===== src/rtl/svm_seq_pkg.sv =====
package svm_seq_pkg;
  localparam int NSEG = 7;
  localparam int NPH  = 3;
  localparam int SEGW = $clog2(NSEG);

  typedef logic [NPH-1:0] sw_vec_t;

  localparam sw_vec_t VEC_LOW  = '0;
  localparam sw_vec_t VEC_HIGH = '1;

  // single-upper code contained in a double-upper code: one step apart
  function automatic logic pair_adjacent(input sw_vec_t a, input sw_vec_t b);
    return ($countones(a) == 1) && ($countones(b) == 2) && ((a & ~b) == '0);
  endfunction
endpackage


===== src/rtl/svm_desc_slot.sv =====
module svm_desc_slot #(
  parameter int W = 8
) (
  input  logic         clk,
  input  logic         rst_n,
  input  logic         in_valid,
  output logic         in_ready,
  input  logic [W-1:0] in_data,
  input  logic         take,
  output logic         full,
  output logic [W-1:0] out_data
);
  logic [W-1:0] hold_q;
  logic         full_q;

  always_ff @(posedge clk or negedge rst_n) begin
    if (!rst_n) begin
      full_q <= 1'b0;
      hold_q <= '0;
    end else if (in_valid && !full_q) begin
      full_q <= 1'b1;
      hold_q <= in_data;
    end else if (take) begin
      full_q <= 1'b0;
    end
  end

  assign in_ready = !full_q;
  assign full     = full_q;
  assign out_data = hold_q;
endmodule


===== src/rtl/svm_seg_plan.sv =====
module svm_seg_plan
  import svm_seq_pkg::*;
#(
  parameter int TW = 12
) (
  input  logic    [TW-1:0]          ti,
  input  logic    [TW-1:0]          tj,
  input  logic    [TW-1:0]          tz,
  input  logic    [TW-1:0]          per,
  input  sw_vec_t                   vi,
  input  sw_vec_t                   vj,
  output logic    [NSEG-1:0][TW-1:0] seg_len,
  output sw_vec_t [NSEG-1:0]          seg_vec
);
  localparam int SW = TW + 2;

  logic [TW-1:0] q_len, hi_len, hj_len, mid_len;
  logic [SW-1:0] half_sum, used, per_ext;
  logic          codes_ok, empty;

  assign q_len    = {2'b00, tz[TW-1:2]};
  assign hi_len   = {1'b0, ti[TW-1:1]};
  assign hj_len   = {1'b0, tj[TW-1:1]};
  assign half_sum = {2'b00, q_len} + {2'b00, hi_len} + {2'b00, hj_len};
  assign used     = {half_sum[SW-2:0], 1'b0};
  assign per_ext  = {2'b00, per};
  assign mid_len  = (per_ext > used) ? TW'(per_ext - used) : '0;
  assign empty    = (half_sum == '0) && (per == '0);
  assign codes_ok = pair_adjacent(vi, vj);

  for (genvar s = 0; s < NSEG; s++) begin : g_seg
    localparam int RUNG = (s < NSEG/2) ? s : NSEG-1-s;
    if (RUNG == 0) begin : g_zero
      assign seg_len[s] = (s == 0 && empty) ? TW'(1) : q_len;
      assign seg_vec[s] = VEC_LOW;
    end else if (RUNG == 1) begin : g_first
      assign seg_len[s] = hi_len;
      assign seg_vec[s] = codes_ok ? vi : VEC_LOW;
    end else if (RUNG == 2) begin : g_second
      assign seg_len[s] = hj_len;
      assign seg_vec[s] = codes_ok ? vj : VEC_LOW;
    end else begin : g_centre
      assign seg_len[s] = mid_len;
      assign seg_vec[s] = codes_ok ? VEC_HIGH : VEC_LOW;
    end
  end
endmodule


===== src/rtl/svm_seg_walker.sv =====
module svm_seg_walker
  import svm_seq_pkg::*;
#(
  parameter int TW = 12
) (
  input  logic                       clk,
  input  logic                       rst_n,
  input  logic                       pend,
  input  logic    [NSEG-1:0][TW-1:0] new_len,
  input  sw_vec_t [NSEG-1:0]          new_vec,
  output logic                       take,
  output sw_vec_t                    gate,
  output logic                       per_start,
  output logic    [SEGW-1:0]         seg_idx
);
  logic    [NSEG-1:0][TW-1:0] act_len, len_n;
  sw_vec_t [NSEG-1:0]          act_vec, vec_n;
  logic    [SEGW-1:0]          seg_q, seg_n, nxt_idx, first_new, first_act;
  logic    [TW-1:0]            rem_q, rem_n;
  logic                        run_q, run_n, ps_q, ps_n, found;
  sw_vec_t                     gate_q, gate_n;

  // nearest non-empty segment after the current one
  always_comb begin
    found   = 1'b0;
    nxt_idx = seg_q;
    for (int j = NSEG-1; j >= 0; j--) begin
      if (j > int'(seg_q) && act_len[j] != '0) begin
        found   = 1'b1;
        nxt_idx = SEGW'(j);
      end
    end
  end

  // first non-empty segment of the incoming and of the held plan
  always_comb begin
    first_new = '0;
    first_act = '0;
    for (int j = NSEG-1; j >= 0; j--) begin
      if (new_len[j] != '0) first_new = SEGW'(j);
      if (act_len[j] != '0) first_act = SEGW'(j);
    end
  end

  always_comb begin
    run_n = run_q;
    seg_n = seg_q;
    rem_n = rem_q;
    len_n = act_len;
    vec_n = act_vec;
    ps_n  = 1'b0;
    take  = 1'b0;
    if (run_q && rem_q != '0) begin
      rem_n = rem_q - 1'b1;
    end else if (run_q && found) begin
      seg_n = nxt_idx;
      rem_n = act_len[nxt_idx] - 1'b1;
    end else if (run_q || pend) begin
      run_n = 1'b1;
      ps_n  = 1'b1;
      if (pend) begin
        take  = 1'b1;
        len_n = new_len;
        vec_n = new_vec;
        seg_n = first_new;
        rem_n = new_len[first_new] - 1'b1;
      end else begin
        seg_n = first_act;
        rem_n = act_len[first_act] - 1'b1;
      end
    end
    gate_n = run_n ? vec_n[seg_n] : VEC_LOW;
  end

  always_ff @(posedge clk or negedge rst_n) begin
    if (!rst_n) begin
      run_q   <= 1'b0;
      seg_q   <= '0;
      rem_q   <= '0;
      act_len <= '0;
      act_vec <= '0;
      ps_q    <= 1'b0;
      gate_q  <= VEC_LOW;
    end else begin
      run_q   <= run_n;
      seg_q   <= seg_n;
      rem_q   <= rem_n;
      act_len <= len_n;
      act_vec <= vec_n;
      ps_q    <= ps_n;
      gate_q  <= gate_n;
    end
  end

  assign gate      = gate_q;
  assign per_start = ps_q;
  assign seg_idx   = seg_q;
endmodule


===== src/rtl/svm_pulse_seq.sv =====
module svm_pulse_seq
  import svm_seq_pkg::*;
#(
  parameter int TW = 12
) (
  input  logic          clk,
  input  logic          rst_n,
  input  logic          in_valid,
  output logic          in_ready,
  input  logic [TW-1:0] in_ti,
  input  logic [TW-1:0] in_tj,
  input  logic [TW-1:0] in_tz,
  input  logic [TW-1:0] in_per,
  input  logic [2:0]    in_vi,
  input  logic [2:0]    in_vj,
  output logic [2:0]    gate_uvw,
  output logic          per_start,
  output logic [2:0]    seg_idx
);
  localparam int DW = 4*TW + 2*NPH;

  logic [DW-1:0]              slot_data;
  logic                       pend_w, take_w;
  logic [TW-1:0]              h_ti, h_tj, h_tz, h_per;
  sw_vec_t                    h_vi, h_vj;
  logic    [NSEG-1:0][TW-1:0] plan_len;
  sw_vec_t [NSEG-1:0]          plan_vec;
  logic    [SEGW-1:0]          idx_w;

  svm_desc_slot #(.W(DW)) u_slot (
    .clk      (clk),
    .rst_n    (rst_n),
    .in_valid (in_valid),
    .in_ready (in_ready),
    .in_data  ({in_ti, in_tj, in_tz, in_per, in_vi, in_vj}),
    .take     (take_w),
    .full     (pend_w),
    .out_data (slot_data)
  );

  assign {h_ti, h_tj, h_tz, h_per, h_vi, h_vj} = slot_data;

  svm_seg_plan #(.TW(TW)) u_plan (
    .ti      (h_ti),
    .tj      (h_tj),
    .tz      (h_tz),
    .per     (h_per),
    .vi      (h_vi),
    .vj      (h_vj),
    .seg_len (plan_len),
    .seg_vec (plan_vec)
  );

  svm_seg_walker #(.TW(TW)) u_walk (
    .clk       (clk),
    .rst_n     (rst_n),
    .pend      (pend_w),
    .new_len   (plan_len),
    .new_vec   (plan_vec),
    .take      (take_w),
    .gate      (gate_uvw),
    .per_start (per_start),
    .seg_idx   (idx_w)
  );

  assign seg_idx = 3'(idx_w);
endmodule


===== config.mk =====
export PLATFORM = sky130hd
export DESIGN_NAME = svm_pulse_seq
export DESIGN_NICKNAME = d
export VERILOG_FILES = /design/src/rtl/svm_seq_pkg.sv /design/src/rtl/svm_desc_slot.sv /design/src/rtl/svm_seg_plan.sv /design/src/rtl/svm_seg_walker.sv /design/src/rtl/svm_pulse_seq.sv
export SDC_FILE = /design/constraint.sdc
export NUM_CORES = 1
export LEC_CHECK = 0
export ABC_AREA = 1
export BUFFER_PORTS_ARGS = -buffer_cell sky130_fd_sc_hd__buf_2
export CAP_MARGIN = 20
export CELL_PAD_IN_SITES_DETAIL_PLACEMENT = 0
export CELL_PAD_IN_SITES_GLOBAL_PLACEMENT = 1
export CORE_ASPECT_RATIO = 1.25
export CORE_MARGIN = 2
export CORE_UTILIZATION = 35
export CTS_CLUSTER_DIAMETER = 80
export DETAILED_ROUTE_END_ITERATION = 16
export PLACE_DENSITY_LB_ADDON = 0.15
export SYNTH_ARGS = -nofsm -noshare
export SYNTH_HDL_FRONTEND = slang
export SYNTH_SLANG_ARGS = --single-unit

===== constraint.sdc =====
create_clock -name clk -period 5.32 [get_ports clk]
set_input_delay 0.532 -clock clk [delete_from_list [all_inputs] [get_ports clk]]
set_output_delay 0.532 -clock clk [all_outputs]
set_load 0.02 [all_outputs]

---- Yosys cells after proc, flatten, opt, wreduce, memory -nomap -nowiden ----
Index checks and enable logic that the tools add are counted.
storage, ports and cells
  register bits ........................... 152
  word-level logic and storage cells ...... 138
cells by class
  $add $sub $neg .......................... 11
  $lt $le $gt $ge ......................... 11
  equality and inequality tests ........... 2
  muxes and demuxes ....................... 60
  bitwise operators ....................... 4
  reduce and logical (&&, ||, !) cells .... 31
operator list
  operator                                               number
  nonzero test 12 bit                                    11
  binary-select mux 12 bit (select 3 bit)                3
  2-to-1 mux 12 bit                                      8
  2-to-1 mux 21 bit                                      4
  2-to-1 mux 3 bit                                       25
  adder 32 x 1 -> 32 bit                                 2
  subtractor 12 x 1 -> 12 bit (second input constant)    4
  equality test 32 x 2 -> 1 bit (second input constant)  1
  equality test 32 x 3 -> 1 bit (second input constant)  1
  2-to-1 mux 1 bit                                       18
  < comparator 3 x 4 -> 1 bit (second input constant)    4
  > comparator 12 x 14 -> 1 bit                          1
  logical NOT 14 bit                                     1
  adder 12 x 11 -> 13 bit                                1
  adder 10 x 11 -> 12 bit                                1
  logical AND 1 bit                                      12
  logical NOT 12 bit                                     1
  subtractor 12 bit                                      1
  2-to-1 mux 10 bit                                      1
  binary-select mux 3 bit (select 3 bit)                 1
  > comparator 3 bit (first input constant)              3
  > comparator 2 x 3 -> 1 bit (first input constant)     2
  adder 1 x 1 -> 2 bit                                   2
  AND reduction 4 bit                                    1
  9 further kinds                                        10

---- Depth between registers and ports, before layout ----
Gate-level depths: netlist of the first run.
  word-level depth ........................ 16
  gate-level depth with buffers ........... 39
  mapped depth without buffers ............ 39

---- By module ----
A second synthesis of the first run with hierarchy kept.
unflattened totals
  cell total of the unflattened synthesis .. 2,073
  area total of the unflattened synthesis .. 13,813.2 µm²
by module, submodules not included
  module          times used  cells each  area an instance (µm²)
  svm_seg_walker  1           1,501       9,351.5
  svm_desc_slot   1           237         2,234.6
  svm_seg_plan    1           335         2,227.1

---- Least setup slack after synthesis of the first run ----
OpenSTA, ideal clock, no wires.
  kind .................................... register -> register
  from .................................... register u_slot.hold_q[44] (netlist: u_slot.out_data[44])
  to ...................................... register u_walk.rem_q[10]
  setup time .............................. 0.117 ns
  data arrival time ....................... 4.798 ns
  required time ........................... 5.203 ns
  path slack .............................. 0.405 ns
  stages on the path, launching flop included .. 37
  buffers on the path ..................... 0
  clock period less this slack ............ 4.915 ns
  path through ............................ dfrtp_1 -> fa_1 -> ha_1 -> inv_1 -> fa_1 -> inv_1 -> nand2_1 -> nand3_1 -> nand2_1 -> nand3_1 -> xor2_1 -> inv_1 -> ha_1 -> nand2_1 -> nor4_1 -> nand4_1 -> nor2_2 -> nor2_4 -> nand4_1 -> nand2_1 -> nor2_4 -> nand2_2 -> nand2_4 -> nand2_4 -> nand2_4 -> nand2_1 -> o21ai_0 -> nand2_1 -> nand2_1 -> nand2_1 -> nand2_2 -> ha_1 -> nand3_4 -> nor2_4 -> nand4_1 -> nand3_1 -> nand2_1
on the way
  longest elaborated chain between the ends .. 16
RTL lines
  what                                                                line                  source
  start: declaration                                                  svm_desc_slot.sv:13   logic [W-1:0] hold_q;
  start signal: assignment                                            svm_desc_slot.sv:22   hold_q <= in_data;
  adder 10 x 11 -> 12 bit                                             svm_seg_plan.sv:24    assign half_sum = {2'b00, q_len} + {2'b00, hi_len} + {2'b00, hj_len};
  adder 12 x 11 -> 13 bit                                             svm_seg_plan.sv:24
  subtractor 12 bit or > comparator 12 x 14 -> 1 bit (tied branches)  svm_seg_plan.sv:27    assign mid_len = (per_ext > used) ? TW'(per_ext - used) : '0;
  2-to-1 mux 12 bit                                                   svm_seg_plan.sv:27
  nonzero test 12 bit                                                 svm_seg_walker.sv:40  if (new_len[j] != '0) first_new = SEGW'(j);
  2-to-1 mux 3 bit (4 in series)                                      svm_seg_walker.sv:40
  binary-select mux 12 bit (select 3 bit) (*)                         svm_seg_walker.sv:66  rem_n = new_len[first_new] - 1'b1;
  2-to-1 mux 12 bit (not written as such) (*)                         svm_seg_walker.sv:66
  subtractor 12 x 1 -> 12 bit (*)                                     svm_seg_walker.sv:66
  2-to-1 mux 12 bit (*)                                               svm_seg_walker.sv:61  if (pend) begin
  2-to-1 mux 12 bit (*)                                               svm_seg_walker.sv:58  end else if (run_q || pend) begin
  2-to-1 mux 12 bit (*)                                               svm_seg_walker.sv:55  end else if (run_q && found) begin
  2-to-1 mux 12 bit (*)                                               svm_seg_walker.sv:53  if (run_q && rem_q != '0) begin
  end signal: assignment                                              svm_seg_walker.sv:87  rem_q <= rem_n;
  end: declaration                                                    svm_seg_walker.sv:19  logic [TW-1:0] rem_q, rem_n;
Every way passes the cells marked *; elsewhere a longest branch is shown, timed or not. The select of a mux whose other input is x is not followed.
A chain may end at the register's enable or synchronous reset.

---- Worst setup path in the final report of the first run ----
  from .................................... register u_slot.hold_q[32] (netlist: u_slot.out_data[32])
  to ...................................... register u_walk.rem_q[4]
on the way
  longest elaborated chain between the ends .. 15
RTL lines
  what                                                                line
  adder 12 x 11 -> 13 bit                                             svm_seg_plan.sv:24
  subtractor 12 bit or > comparator 12 x 14 -> 1 bit (tied branches)  svm_seg_plan.sv:27
  2-to-1 mux 12 bit                                                   svm_seg_plan.sv:27
  nonzero test 12 bit                                                 svm_seg_walker.sv:40
  2-to-1 mux 3 bit (4 in series)                                      svm_seg_walker.sv:40
  binary-select mux 12 bit (select 3 bit) (*)                         svm_seg_walker.sv:66
  2-to-1 mux 12 bit (not written as such) (*)                         svm_seg_walker.sv:66
  subtractor 12 x 1 -> 12 bit (*)                                     svm_seg_walker.sv:66
  2-to-1 mux 12 bit (*)                                               svm_seg_walker.sv:61
  2-to-1 mux 12 bit (*)                                               svm_seg_walker.sv:58
  2-to-1 mux 12 bit (*)                                               svm_seg_walker.sv:55
  2-to-1 mux 12 bit (*)                                               svm_seg_walker.sv:53
Marked as above.

==> results of run 1 <==
kinds of logic after synthesis:
family / after synthesis
adders and majority gates: 41
AOI/OAI and AO/OA: 289
DFF: 146
muxes: 15
xor gates and xnor gates: 9
and+or+nand+nor: 585
buffers and inverters: 238
cell type report:
| cell class | count | area, um2 |
|---|---|---|
| Timing Repair Buffer | 156 | 1074 |
| Sequential cell | 146 | 3655 |
| Tap cell | 350 | 437.9 |
| Inverter | 190 | 713.2 |
| Fill cell | 2931 | 15550 |
| Multi-Input combinational cell | 939 | 5532 |
| Clock buffer | 17 | 425.4 |
| Clock inverter | 15 | 182.7 |
what timing repair did:
action | in CTS | in global routing
setup buffers | 3 | 10
pin swaps | 14 | 66
gates resized for setup | 11 | 77
setup endpoints to repair | 10 | 16
layer usage:
metal	GRT usage, %	up-vias	part of all wire [%]
met2	39.73	215	49
met5	0	-	0
li1	-	4616	-
met4	9.915	0	4.1
met1	28.56	4300	43
met3	3.038	68	3.7
cells in the mapped netlist (3+ instances only):
cell / count
clkinv_1: 3
a21oi_2: 4
nand2_2: 16
a211oi_1: 5
inv_1: 183
o21ai_1: 5
a21o_1: 3
nand3b_1: 3
dfrtp_1: 146
o21ai_0: 136
a21oi_1: 77
nor2_2: 8
mux2_2: 15
nor3_1: 15
a31oi_1: 8
o22ai_1: 4
or2_2: 7
o221ai_1: 5
buf_2: 6
ha_1: 27
nor2_4: 7
o211ai_1: 27
nor4_1: 9
nand2_4: 3
nand3_1: 85
clkbuf_1: 35
buf_1: 4
nor2_1: 115
o21bai_1: 3
nand4_1: 27
inv_2: 4
nand2_1: 275
nand3_2: 9
xor2_1: 7
fa_1: 14
state kept, by name (all words and copies together), names as in the netlist:
register,flops
u_walk.act_vec,21
u_walk.rem_q,12
u_slot.out_data,50
u_walk.gate,3
u_walk.act_len,54
u_walk.seg_idx,3
u_walk.per_start,1
u_walk.run_q,1
u_slot.full,1
through the flow:
stage / area (um2) / setup TNS (ns) / util, % / power, mW
after floorplan: 9796 / 0 / - / 4.901
after global placement: 11000 / -0.4100 / 39.90 / 6.871
after detailed placement: 11000 / -0.5164 / 39.90 / 6.892
after CTS: 11680 / -0.01631 / 42.38 / 8.385
after global routing: 12020 / -2.609 / 43.60 / 9.695
final: 12020 / 0 / 43.60 / 8.953
worst max-delay path by stage:
stage	startpoint	end	depth (start not counted)	slack, ns
after floorplan	u_slot.out_data[44]	u_walk.rem_q[10]	36	0.40
after global placement	u_slot.out_data[32]	u_walk.rem_q[10]	36	-0.09
after detailed placement	u_slot.out_data[32]	u_walk.rem_q[10]	39	-0.10
after CTS	u_slot.out_data[32]	u_walk.rem_q[6]	39	-0.009
after global routing	u_slot.out_data[32]	u_walk.rem_q[8]	39	-0.25
final	u_slot.out_data[32]	u_walk.rem_q[4]	33	0.08
power by group through the flow:
stage | Clock (mW) | Sequential (mW) | Combinational (mW)
6_report | 1.27 | 1.39 | 6.30
5_1_grt | 1.34 | 1.41 | 6.95
4_1_cts | 1.30 | 1.39 | 5.70
3_5_place_dp | 0 | 1.41 | 5.48
3_3_place_gp | 0 | 1.41 | 5.47
2_1_floorplan | 0 | 1.37 | 3.53
==> impl_metrics.env, run 1 <==
export IMPL_status="finished clean"
export IMPL_synth_warnings=0
export IMPL_antennaDiodeCount=0
export IMPL_cts_hold_buf=0
export IMPL_dpl_worst_slack_ns=-0.1037
export IMPL_grt_max_degree=87
export IMPL_top_level_ports=65
export IMPL_final_cell_mix="nand2_1, inv_1, dfrtp_1"
export IMPL_row_count=68
export IMPL_crit_top_cell="nand2_2"
export IMPL_synth_top_cell_by_area="dfrtp_1"
export IMPL_post_drt_wl_per_cell_um=18.30
export IMPL_syn_area_per_cell_um2=7.404
export IMPL_p_comb_share_pct=70.3
export IMPL_synth_seq_cells=146
export IMPL_clkSinkCount=146
export IMPL_cts_buffers=17
export IMPL_p_leak_nw=5.973
export IMPL_nNetsFinal=1548
export IMPL_cp_max_fo=7
export IMPL_synth_top_family_by_area="simple AND/OR/NAND/NOR gates"
export IMPL_layout_setup_ws_ns=0.08262
export IMPL_maxSlewViolCount=0
export IMPL_r2r_cells=33
export IMPL_pwr_share_seq_pct=15.5
export IMPL_drtPass1Iterations=7
export IMPL_cp_arrival_ns=5.60
export IMPL_synth_fa_ha_area_share_pct=6.310
export IMPL_dp_hpwl_mm=25.90
export IMPL_synth_edf_count=0
export IMPL_rsz0062_at_grt="yes"
export IMPL_io_buffers=60
export IMPL_ir_drop_mv=0.7504
export IMPL_muxShareOfSynthArea_pct=1.724
export IMPL_synthXorXnorAreaFrac_pct=0.8047
export IMPL_setup_viol=0
export IMPL_syn_inst=1323
export IMPL_place_gp_congestion=0.9304
export IMPL_seq_area_frac_synth_pct=37.30
export IMPL_drt_vias_per_instance=5.074
export IMPL_core_area_um2=27570
export IMPL_worst_pin_slew_ns=1.001
export IMPL_antenna_found_initial=0
export IMPL_htree_levels=4
export IMPL_layout_commonest_cell="nand2_1"
export IMPL_p_int_mw=4.696
export IMPL_drive_above_1_share_pct=22.76
export IMPL_die_w_um=153.6
export IMPL_path_class="register to register"
export IMPL_area_delta_synth_final_pct=22.70
export IMPL_net_switching_power_mw=4.257
export IMPL_start_kind="register"
export IMPL_regToRegSetupSlack_ns=0.08
export IMPL_routed_wl_mm=33.17
export IMPL_min_path_type="input pin to async pin"
export IMPL_hold_viol=0
export IMPL_crit_buf_inv=5
export IMPL_synth_distinct_cells=52
export IMPL_drt_iter0_drc=535
export IMPL_async_reset_ff_share_pct=100.0
export IMPL_final_antenna_net_count=0
export IMPL_chipHeight_um=191.0
export IMPL_synth_compound_area_share_pct=16.96
export IMPL_syn_area_um2=9796
export IMPL_synth_area_leaders="dfrtp_1, nand2_1, inv_1"
export IMPL_tritoncts="yes"
export IMPL_cts_buffer_depth=2
export IMPL_clk_pin_slew_ns=0.07
export IMPL_place_inst=1770
export IMPL_reg2reg_to="u_walk.rem_q[4]"
export IMPL_netSwitchingFraction_pct=47.55
export IMPL_worst_hold_slack_ns=0.03664
export IMPL_first_global_vias=9105
export IMPL_fin_crit_sh_pct=98.45
export IMPL_grt_pass1_wl_mm=51.29
export IMPL_synth_flop_cell="dfrtp_1"
export IMPL_end_kind="register"
export IMPL_r2r_start="u_slot.out_data[32]"
export IMPL_min_period_ns=5.237
export IMPL_fp_dieArea_um2=29350
export IMPL_slowest_stage="fa_1"
export IMPL_grt_use_total_pct=22.90
export IMPL_skew_ns=0.01394
export IMPL_yosys_area_share_simple_pct=27.51
export IMPL_cp_top_family="simple AND/OR/NAND/NOR gates"
export IMPL_max_freq_mhz=190.9
export IMPL_power_density_nw_per_um2=744.9
export IMPL_relSlewSlack_pct=32.56
export IMPL_max_cap_violations=0
export IMPL_root_buffer="clkbuf_16"
export IMPL_overflow=0
export IMPL_synth_top_area_share_pct=37.30
export IMPL_clkPwrFrac_pct=14.2
export IMPL_clkLatencyLatePin_ns=0.44
export IMPL_drc=0
export IMPL_syn_nets=1421
export IMPL_start_util_pct=35.53
export IMPL_slowest_delay_ns=0.55
export IMPL_vias=9199
export IMPL_required_ns=5.68
export IMPL_final_cells=1813
Note: power is estimated with default switching activity, not from simulation.
==> inputs of run 2 (changes only) <==
--- a/config.mk
+++ b/config.mk
@@ -5,7 +5,7 @@
 export SDC_FILE = /design/constraint.sdc
 export NUM_CORES = 1
 export LEC_CHECK = 0
-export ABC_AREA = 1
+export ABC_AREA = 0
 export BUFFER_PORTS_ARGS = -buffer_cell sky130_fd_sc_hd__buf_2
 export CAP_MARGIN = 20
 export CELL_PAD_IN_SITES_DETAIL_PLACEMENT = 0
==> run 2 against run 1 <==
Against the previous run: the run now ends with negative setup slack left; critical path depth fell by 9; register-to-register slack got worse by 0.16 ns; utilization rose by 1.5 points; global-route usage rose by 2.5 points; die area fell by 0.85%; count of clock-buffer cells in the layout rose by 3; synthesized cell count fell by 18%; synthesized area fell by 0.87%; routed wire length rose by 9.4%.
==> impl_metrics.env, run 2 <==
export IMPL_status="finished, violations left"
export IMPL_violations="negative setup slack"
export IMPL_synth_fa_ha_area_share_pct=6.481
export IMPL_vias=9346
export IMPL_place_inst=1592
export IMPL_cp_max_fo=6
export IMPL_slowest_stage="fa_1"
export IMPL_synthXorXnorAreaFrac_pct=1.675
export IMPL_synth_flop_cell="dfrtp_1"
export IMPL_drc=0
export IMPL_synth_compound_area_share_pct=24.00
export IMPL_largest_reg_flops=54
export IMPL_post_drt_wl_per_cell_um=22.21
export IMPL_required_ns=5.67
export IMPL_cts_buffers=17
export IMPL_row_count=68
export IMPL_muxShareOfSynthArea_pct=5.979
export IMPL_rsz0062_at_grt="yes"
export IMPL_start_util_pct=35.34
export IMPL_seq_area_frac_synth_pct=37.62
export IMPL_fin_crit_sh_pct=101.4
export IMPL_crit_buf_inv=3
export IMPL_grt_pass1_wl_mm=56.52
export IMPL_core_area_um2=27480
export IMPL_htree_levels=4
export IMPL_nNetsFinal=1369
export IMPL_synth_edf_count=0
export IMPL_synth_warnings=0
export IMPL_cp_top_family="compound AO/OA/AOI/OAI gates"
export IMPL_routed_wl_mm=36.29
export IMPL_slowest_delay_ns=0.58
export IMPL_chipHeight_um=190.2
export IMPL_end_kind="register"
export IMPL_drive_above_1_share_pct=29.75
export IMPL_cts_hold_buf=0
export IMPL_synth_seq_cells=146
export IMPL_syn_area_um2=9711
export IMPL_regMostFlops="u_walk.act_len"
export IMPL_clkSinkCount=146
export IMPL_worst_pin_slew_ns=0.9861
export IMPL_synth_most_common_cell="nand2_1"
export IMPL_area_delta_synth_final_pct=27.74
export IMPL_tritoncts="yes"
export IMPL_drt_iter0_drc=643
export IMPL_first_global_vias=9598
export IMPL_min_path_type="input pin to async pin"
export IMPL_drtPass1Iterations=5
export IMPL_max_cap_violations=0
export IMPL_min_period_ns=5.393
export IMPL_fp_dieArea_um2=29100
export IMPL_antennaDiodeCount=0
export IMPL_cp_arrival_ns=5.74
export IMPL_synth_top_cell_by_area="dfrtp_1"
export IMPL_place_gp_congestion=0.9119
export IMPL_clkLatencyLatePin_ns=0.43
export IMPL_root_buffer="clkbuf_16"
export IMPL_start_kind="register"
export IMPL_relSlewSlack_pct=34.26
export IMPL_dp_hpwl_mm=28.02
export IMPL_synth_distinct_cells=94
export IMPL_synth_area_leaders="dfrtp_1, nand2_1, mux2_2"
export IMPL_crit_chain="fa_1 > ha_2 > inv_2 > fa_2 > nand2b_4 > a21o_1 > a31oi_4 > a21oi_2 > xor2_1 > ha_1 > and3_4 > o2111ai_2 > and2_4 > o41a_1 > nand2_2 > buf_6 > buf_4 > nor3_2 > o311a_1 > o21ai_4 > ha_4 > nand3_4 > or4_1 > a31oi_1"
export IMPL_hold_viol=0
export IMPL_final_antenna_net_count=0
export IMPL_top_level_ports=65
export IMPL_io_buffers=60
export IMPL_final_cells=1634
export IMPL_grt_max_degree=102
export IMPL_path_class="register to register"
export IMPL_overflow=0
export IMPL_clk_pin_slew_ns=0.07
export IMPL_utilization_pct=45.14
export IMPL_synth_top_area_share_pct=37.62
export IMPL_syn_inst=1085
export IMPL_final_cell_mix="nand2_1, buf_4, dfrtp_1"
export IMPL_syn_area_per_cell_um2=8.950
export IMPL_layout_setup_ws_ns=-0.07279
export IMPL_cts_buffer_depth=2
export IMPL_maxSlewViolCount=0
export IMPL_drt_vias_per_instance=5.720
export IMPL_die_w_um=153.0
export IMPL_max_freq_mhz=185.4
export IMPL_async_reset_ff_share_pct=100.0
export IMPL_synth_top_family_by_area="compound AO/OA/AOI/OAI gates"
export IMPL_setup_viol=3
export IMPL_yosys_area_share_simple_pct=20.46
export IMPL_skew_ns=0.01202
export IMPL_syn_nets=1183
export IMPL_synth_commonest_cells="nand2_1, dfrtp_1, o21ai_0"
export IMPL_layout_commonest_cell="nand2_1"
export IMPL_antenna_found_initial=0
export IMPL_grt_use_total_pct=25.44
export IMPL_fill_cells=2784
[run 2: path summary, 6_finish.rpt]
| kind | end | depth (start not counted) | slack [ns] | from |
|---|---|---|---|---|
| max in group asynchronous | u_slot.out_data[8] | 2 | 3.84 | rst_n |
| max reg2reg | u_walk.rem_q[10] | 24 | -0.07 | u_slot.out_data[21] |
| min reg2reg | u_walk.act_vec[4] | 2 | 0.48 | u_walk.act_vec[4] |
| max | u_walk.rem_q[10] | 24 | -0.07 | u_slot.out_data[21] |
| min in group clk | u_slot.out_data[7] | 3 | 0.31 | in_per[1] |
| min | u_walk.act_len[81] | 1 | 0.21 | rst_n |
[run 2: layer usage]
layer	GRT usage, %	wire length, um
met5	0	0
met4	13.68	1946
met3	3.659	1492
met2	43.34	17810
met1	31.22	15040
[run 2: layout make-up]
cell class              instances  area [um2]  share of cell area [%]
inverters                      37       141.4                   1.140
multi-input cells             850        6062                   48.87
flip-flops and latches        146        3654                   29.45
well taps                     350       437.9                   3.530
repair buffers                219        1530                   12.34
clock inverters                12       132.6                   1.069
clock buffers                  20       446.7                   3.601
[run 2: repair_timing]
| action | 4_1_cts | 5_1_grt |
|---|---|---|
| setup endpoints to repair | 12 | 13 |
| gates resized for setup | 44 | 27 |
| pin swaps | 15 | 10 |
| gates cloned | 0 | 0 |
| buffers inserted | 7 | 4 |
[run 2: cell families (layout without fill, tap and decap cells)]
group,after synthesis,in the layout
adders and majority gates,42,42
xor gates and xnor gates,17,17
and+or+nand+nor,407,407
muxes,53,53
buffers and inverters,89,288
AOI/OAI and AO/OA,331,331
DFF,146,146
[run 2: stage by stage]
step                cell area [um2]  setup TNS, ns  setup WS [ns]  hold WS, ns
floorplan                      9764       -0.02727       -0.02727       0.2364
global placement              11430         -1.747        -0.2100       0.4503
detailed placement            11430         -2.288        -0.2561       0.4608
CTS                           12260        -0.4078        -0.1216       0.2698
global route                  12400         -2.557        -0.3440       0.2942
finish                        12400        -0.1724       -0.07279       0.2126
Power of run 2 is left out: the tool's default activity adds up to more than one toggle a clock period on the data nets, which glitch-free logic cannot reach.
